===== config.mk =====
export PLATFORM = sky130hd
export DESIGN_NAME = pwm_timer8
export DESIGN_NICKNAME = d
export VERILOG_FILES = /design/src/rtl/pwm_timer8.sv
export SDC_FILE = /design/constraint.sdc
export NUM_CORES = 1
export LEC_CHECK = 0
export ABC_AREA = 1
export BUFFER_PORTS_ARGS = -buffer_cell sky130_fd_sc_hd__buf_2
export CORE_MARGIN = 4
export CORE_UTILIZATION = 62
export CTS_BUF_LIST = sky130_fd_sc_hd__clkbuf_8
export CTS_CLUSTER_DIAMETER = 60
export DETAILED_ROUTE_END_ITERATION = 12
export HOLD_SLACK_MARGIN = 0.1
export MAX_ROUTING_LAYER = met4
export PLACE_DENSITY_LB_ADDON = 0.1
export SKIP_CTS_REPAIR_TIMING = 1
export SYNTH_ARGS = -nofsm -noshare
export SYNTH_HDL_FRONTEND = slang
export SYNTH_SLANG_ARGS = --single-unit

===== constraint.sdc =====
create_clock -name clk -period 3.25 [get_ports clk]
set_clock_uncertainty 0.1 [all_clocks]
set_input_delay 0.1625 -clock clk [delete_from_list [all_inputs] [get_ports clk]]
set_output_delay 0.1625 -clock clk [all_outputs]
set_load 0.02 [all_outputs]

===== src/rtl/pwm_timer8.sv =====
module pwm_timer8 #(
  parameter int PRE_W = 14
) (
  input  logic       clk,
  input  logic       rst_n,
  input  logic [2:0] reg_addr,
  input  logic       reg_wr,
  input  logic [7:0] reg_wdata,
  output logic [7:0] reg_rdata,
  input  logic       dir_a,
  input  logic       dir_b,
  input  logic       ack_ovf,
  input  logic       ack_cmpa,
  input  logic       ack_cmpb,
  output logic       pin_a,
  output logic       pin_b,
  output logic       pin_a_oe,
  output logic       pin_b_oe,
  output logic       irq_ovf,
  output logic       irq_cmpa,
  output logic       irq_cmpb
);
  logic [1:0] mode_a, mode_b;
  logic       pwm_a, pwm_b, ctc;
  logic [3:0] sel;
  logic [7:0] count, cmp_a, cmp_b, cmp_c;
  logic [2:0] irq_en, flags;
  logic       oc_a, oc_b;
  logic [PRE_W-1:0] presc, mask;

  wire wr_ctla = reg_wr && reg_addr == 3'd0;
  wire wr_ctlb = reg_wr && reg_addr == 3'd1;
  wire wr_cnt  = reg_wr && reg_addr == 3'd2;
  wire wr_flg  = reg_wr && reg_addr == 3'd7;

  assign mask = (sel == 4'd0) ? '0 : ((PRE_W'(1) << (sel - 4'd1)) - PRE_W'(1));
  wire tick         = (sel != 4'd0) && ((presc & mask) == mask);
  wire restart_mode = ctc | pwm_a | pwm_b;
  wire hit_c   = tick && restart_mode && count == cmp_c;
  wire hit_a   = tick && count == cmp_a;
  wire hit_b   = tick && count == cmp_b;
  wire ovf_ev  = tick && count == 8'hFF;
  wire force_a = wr_ctla && reg_wdata[6] && !reg_wdata[4];
  wire force_b = wr_ctla && reg_wdata[7] && !reg_wdata[5];

  wire [2:0] ev  = {hit_b, hit_a, ovf_ev};
  wire [2:0] clr = ({3{wr_flg}} & reg_wdata[2:0]) | {ack_cmpb, ack_cmpa, ack_ovf};

  function automatic logic act(input logic [1:0] m, input logic cur);
    case (m)
      2'b01:   act = ~cur;
      2'b10:   act = 1'b0;
      2'b11:   act = 1'b1;
      default: act = cur;
    endcase
  endfunction

  always_ff @(posedge clk) begin
    if (!rst_n) begin
      mode_a <= '0; mode_b <= '0; pwm_a <= 1'b0; pwm_b <= 1'b0;
      sel <= '0; ctc <= 1'b0; count <= '0;
      cmp_a <= '0; cmp_b <= '0; cmp_c <= '0;
      irq_en <= '0; flags <= '0; presc <= '0;
      oc_a <= 1'b0; oc_b <= 1'b0;
    end else begin
      if (wr_ctla) begin
        mode_a <= reg_wdata[1:0]; mode_b <= reg_wdata[3:2];
        pwm_a <= reg_wdata[4]; pwm_b <= reg_wdata[5];
      end
      if (wr_ctlb) begin
        sel <= reg_wdata[3:0]; ctc <= reg_wdata[5];
      end
      if (reg_wr && reg_addr == 3'd3) cmp_a <= reg_wdata;
      if (reg_wr && reg_addr == 3'd4) cmp_b <= reg_wdata;
      if (reg_wr && reg_addr == 3'd5) cmp_c <= reg_wdata;
      if (reg_wr && reg_addr == 3'd6) irq_en <= reg_wdata[2:0];

      if (wr_ctlb && reg_wdata[4]) presc <= '0;
      else if (sel != 4'd0)        presc <= presc + PRE_W'(1);

      if (wr_cnt)     count <= reg_wdata;
      else if (tick)  count <= hit_c ? 8'd0 : count + 8'd1;

      flags <= (flags & ~clr) | ev;

      if (force_a)    oc_a <= act(reg_wdata[1:0], oc_a);
      else if (pwm_a) begin
        if (hit_c)      oc_a <= 1'b1;
        else if (hit_a) oc_a <= 1'b0;
      end else if (hit_a) oc_a <= act(mode_a, oc_a);

      if (force_b)    oc_b <= act(reg_wdata[3:2], oc_b);
      else if (pwm_b) begin
        if (hit_c)      oc_b <= 1'b1;
        else if (hit_b) oc_b <= 1'b0;
      end else if (hit_b) oc_b <= act(mode_b, oc_b);
    end
  end

  always_comb begin
    case (reg_addr)
      3'd0:    reg_rdata = {2'b00, pwm_b, pwm_a, mode_b, mode_a};
      3'd1:    reg_rdata = {2'b00, ctc, 1'b0, sel};
      3'd2:    reg_rdata = count;
      3'd3:    reg_rdata = cmp_a;
      3'd4:    reg_rdata = cmp_b;
      3'd5:    reg_rdata = cmp_c;
      3'd6:    reg_rdata = {5'b0, irq_en};
      default: reg_rdata = {5'b0, flags};
    endcase
  end

  assign pin_a    = oc_a;
  assign pin_b    = oc_b;
  assign pin_a_oe = dir_a && mode_a != 2'b00;
  assign pin_b_oe = dir_b && mode_b != 2'b00;
  assign irq_ovf  = flags[0] & irq_en[0];
  assign irq_cmpa = flags[1] & irq_en[1];
  assign irq_cmpb = flags[2] & irq_en[2];
endmodule


==> metrics.md <==
| Metric | Value |
|---|---|
| Crit-path max FO | `11` |
| Critical path arrival | `2.83 ns` |
| Number of global-route vias before repair | `3753` |
| Synth Area in Simple Gates | `28.0%` |
| Synth warn | `0` |
| DIE HEIGHT | `88.3 µm` |
| Sink Count | `65` |
| Root Buffer | `clkbuf_8` |
| Hold Crit Depth | `3` |
| Power density cells | `392 nW/µm²` |
| Final hold violations | `0` |
| Dpl hpwl | `8.52 mm` |
| Post-Layout Cell Count | `720` |
| Fin crit period | `2.68 ns` |
| Synth top area share | `32.5%` |
| Flop2flop setup slack | `0.57 ns` |
| Antenna Cells | `0` |
| Bufs on Longest Clock Path | `2` |
| Max_cap viols | `0` |
| Avg Inst Size Synth | `6.68 µm²` |
| Input/output buffers | `33` |
| CTS tree | `built` |
| Slew margin rel. | `50.3%` |
| Initial antenna violation count | `0` |
| Most numerous cell in the Yosys netlist | `nand2_1` |
| Die width | `88.3 µm` |
| Post-Route Utilization | `71.1%` |
| Post-Route WL | `11.3 mm` |
| Status | `finished clean` |
| Synth Area in Compound Gates | `20.5%` |
| Total number of vias | `4124` |
| I/O pin total | `34` |
| Slowest Stage Delay on Critical Path | `0.64 ns` |
| Async set-or-reset flop fraction in the synthesized netlist | `0%` |
| CP bufs+invs | `2` |
| Setup crit start | `sel[2]` |
| CP Class | `reg -> reg` |
| Worst hold path endpoint | `cmp_a[2]` |
| Cell area after synthesis | `4000 µm²` |
| Min-Delay Path Class | `in -> reg` |
| Syn Nets | `626` |
| Placer congestion estimate | `0.968` |
| Setup TNS | `0 ns` |
| Slew Viols, Final | `0` |
| Actual slew at the worst max-slew pin | `0.745 ns` |
| Most used DFF post-synth | `dfxtp_1` |
| First-pass GRT wire length | `18.1 mm` |
| FF+latch count, synth | `65` |
| Yosys top cell by area | `dfxtp_1` |
| Slowest library cell on the worst path | `dfxtp_1` |
| Worst EP required | `3.39 ns` |
| Area growth from synthesis to layout | `12.2%` |
| Global-route total usage across every layer | `31.2%` |
| Levels on crit path | `14` |
| Die area | `7800 µm²` |
| Fin nets | `665` |
| Worst-path clk slew | `0.07 ns` |
| Synth top cells by count | `105 x nand2_1, 88 x inv_1, 71 x a21oi_1` |
| Adder-Cell Fraction of Synth Area | `2.50%` |
| Synthesized instance count | `599` |
| Inserted Clock Buffers | `9` |
| Largest family of logic cells by synthesized area | `simple AND/OR/NAND/NOR gates` |
| Lkg Pwr | `0.00189 µW` |
| Row count | `29` |
| 1st-iter DRT viols | `230` |
| Max Clk Rate | `373 MHz` |
| Worst-Skew Late Latency | `0.35 ns` |
| Core Box Area | `6310 µm²` |
| Worst path top cell family by delay | `simple AND/OR/NAND/NOR gates` |
| Post-synthesis mux area share | `0%` |
| Avg Vias per Cell | `5.73` |
| Post-route ant nets | `0` |
| Layout cells sized above 1 | `12.3%` |
| Crit. End Element | `register` |
| Wire length per cell | `15.7 µm` |
| Pin count of the biggest net entering global routing | `23` |
| Reg-to-Reg End | `pin_a` |
| Worst Reg-to-Reg Cells | `14` |
| H-Tree Depth | `3` |
| EDFF count, synth | `0` |
| Placed cell count | `694` |
| Fillcell total | `566` |
| Max rail drop VDD | `0.312 mV` |
| Post-Synth XOR/XNOR Area | `5.03%` |
| Sequential cell area fraction in the yosys report | `32.5%` |
| Final setup viols | `0` |
| Initial Util | `63.4%` |
| Leading post-synthesis cells by cell area | `dfxtp_1 33%, nand2_1 9.8%, a21oi_1 8.9%` |
| Critical path, cell by cell | `inv_4, ha_1, nand2_4, inv_1, nor2_1, nand3_1, nor2_2, nand3_2, nor2_4, nand2_1, o21ai_2, nand3b_1, nand2_1, nor2_1` |
| Hold Path Origin | `rst_n` |
| Drt drc | `0` |
| GR Overflow Total | `0` |
| CP Launch Type | `register` |
| Unrepaired setup endpoints after global routing | `no` |
| Critical R2R Launch | `sel[2]` |
| Fin crit share | `82.6%` |
| Unique cell type count in the Yosys netlist | `42` |
| DR pass1 iterations | `5` |
area by class of cell:
cell class	count	area, µm²	share of cell area [%]
clock buffers	10	138	3.06
clock inverters	6	51.3	1.14
inverters	94	358	7.97
multi-input cells	420	2240	50.0
flip-flops and latches	65	1300	29.0
well taps	77	96.3	2.14
repair buffers	48	303	6.74
worst max-delay path by stage:
stage               slack (ns)    end
floorplan                 1.01  pin_a
global placement          0.70  pin_a
detailed placement        0.64  pin_a
CTS                       0.62  pin_a
global route              0.35  pin_a
finish                    0.57  pin_a
state kept, by name (all words and copies together) (netlist names):
name / flops
flags: 3
sel: 4
pwm_b: 1
mode_a: 2
cmp_b: 8
cmp_a: 8
pin_b: 1
pin_a: 1
mode_b: 2
presc: 14
ctc: 1
pwm_a: 1
irq_en: 3
count: 8
cmp_c: 8
where the power goes:
part	internal (µW)	switching [µW]
clock	364	316
combinational	85.3	158
sequential	815	23.5
logic make-up (layout without fill, tap and decap cells):
family	after synthesis	in the layout
AOI/OAI and AO/OA	147	147
xor gates and xnor gates	23	23
adders and majority gates	8	8
buffers and inverters	114	158
DFF	65	65
and+or+nand+nor	242	242
routing by layer:
| layer | track usage, % | vias up | part of all wire [%] |
|---|---|---|---|
| met2 | 50.8 | 150 | 49 |
| met1 | 37.2 | 1874 | 42 |
| met5 | - | - | 0 |
| li1 | - | 2066 | - |
| met3 | 4.93 | 34 | 5.4 |
| met4 | 15.9 | 0 | 3.7 |
cells in the final DEF (no fill, tap or decap), types with 3 or more instances in the layout:
master           n
a221oi_1         5
buf_2           33
inv_1           91
buf_4            5
xnor2_1         16
dlygate4sd3_1   10
ha_1             8
clkbuf_8        10
nor2_1          48
o221ai_1         3
o21ai_0         37
nor2_2           6
a31oi_1          4
nand4_1         10
nor3_1          14
xor2_1           7
o22ai_1         15
nand2_1        105
inv_2            3
nand2_2          5
a21oi_1         71
dfxtp_1         65
nand3_1         40
through the flow:
step | area (µm²) | total power, µW | setup slack [ns] | hold slack (ns)
after floorplan | 4000 | 1010 | 1.01 | 0.211
after global placement | 4200 | 1080 | 0.700 | 0.327
after detailed placement | 4200 | 1090 | 0.636 | 0.333
after CTS | 4390 | 1760 | 0.619 | -0.0404
after global routing | 4490 | 1830 | 0.351 | 0.117
final | 4490 | 1760 | 0.567 | 0.106
worst reg2reg max path: stages (launching register included):
cell and delay [ns]:
dfxtp_1 0.64, inv_4 0.12, ha_1 0.29, nand2_4 0.14, inv_1 0.08, nor2_1 0.11
nand3_1 0.12, nor2_2 0.14, nand3_2 0.10, nor2_4 0.24, nand2_1 0.15, o21ai_2 0.15
nand3b_1 0.09, nand2_1 0.08, nor2_1 0.04
Note: power is estimated with default switching activity, not from simulation.
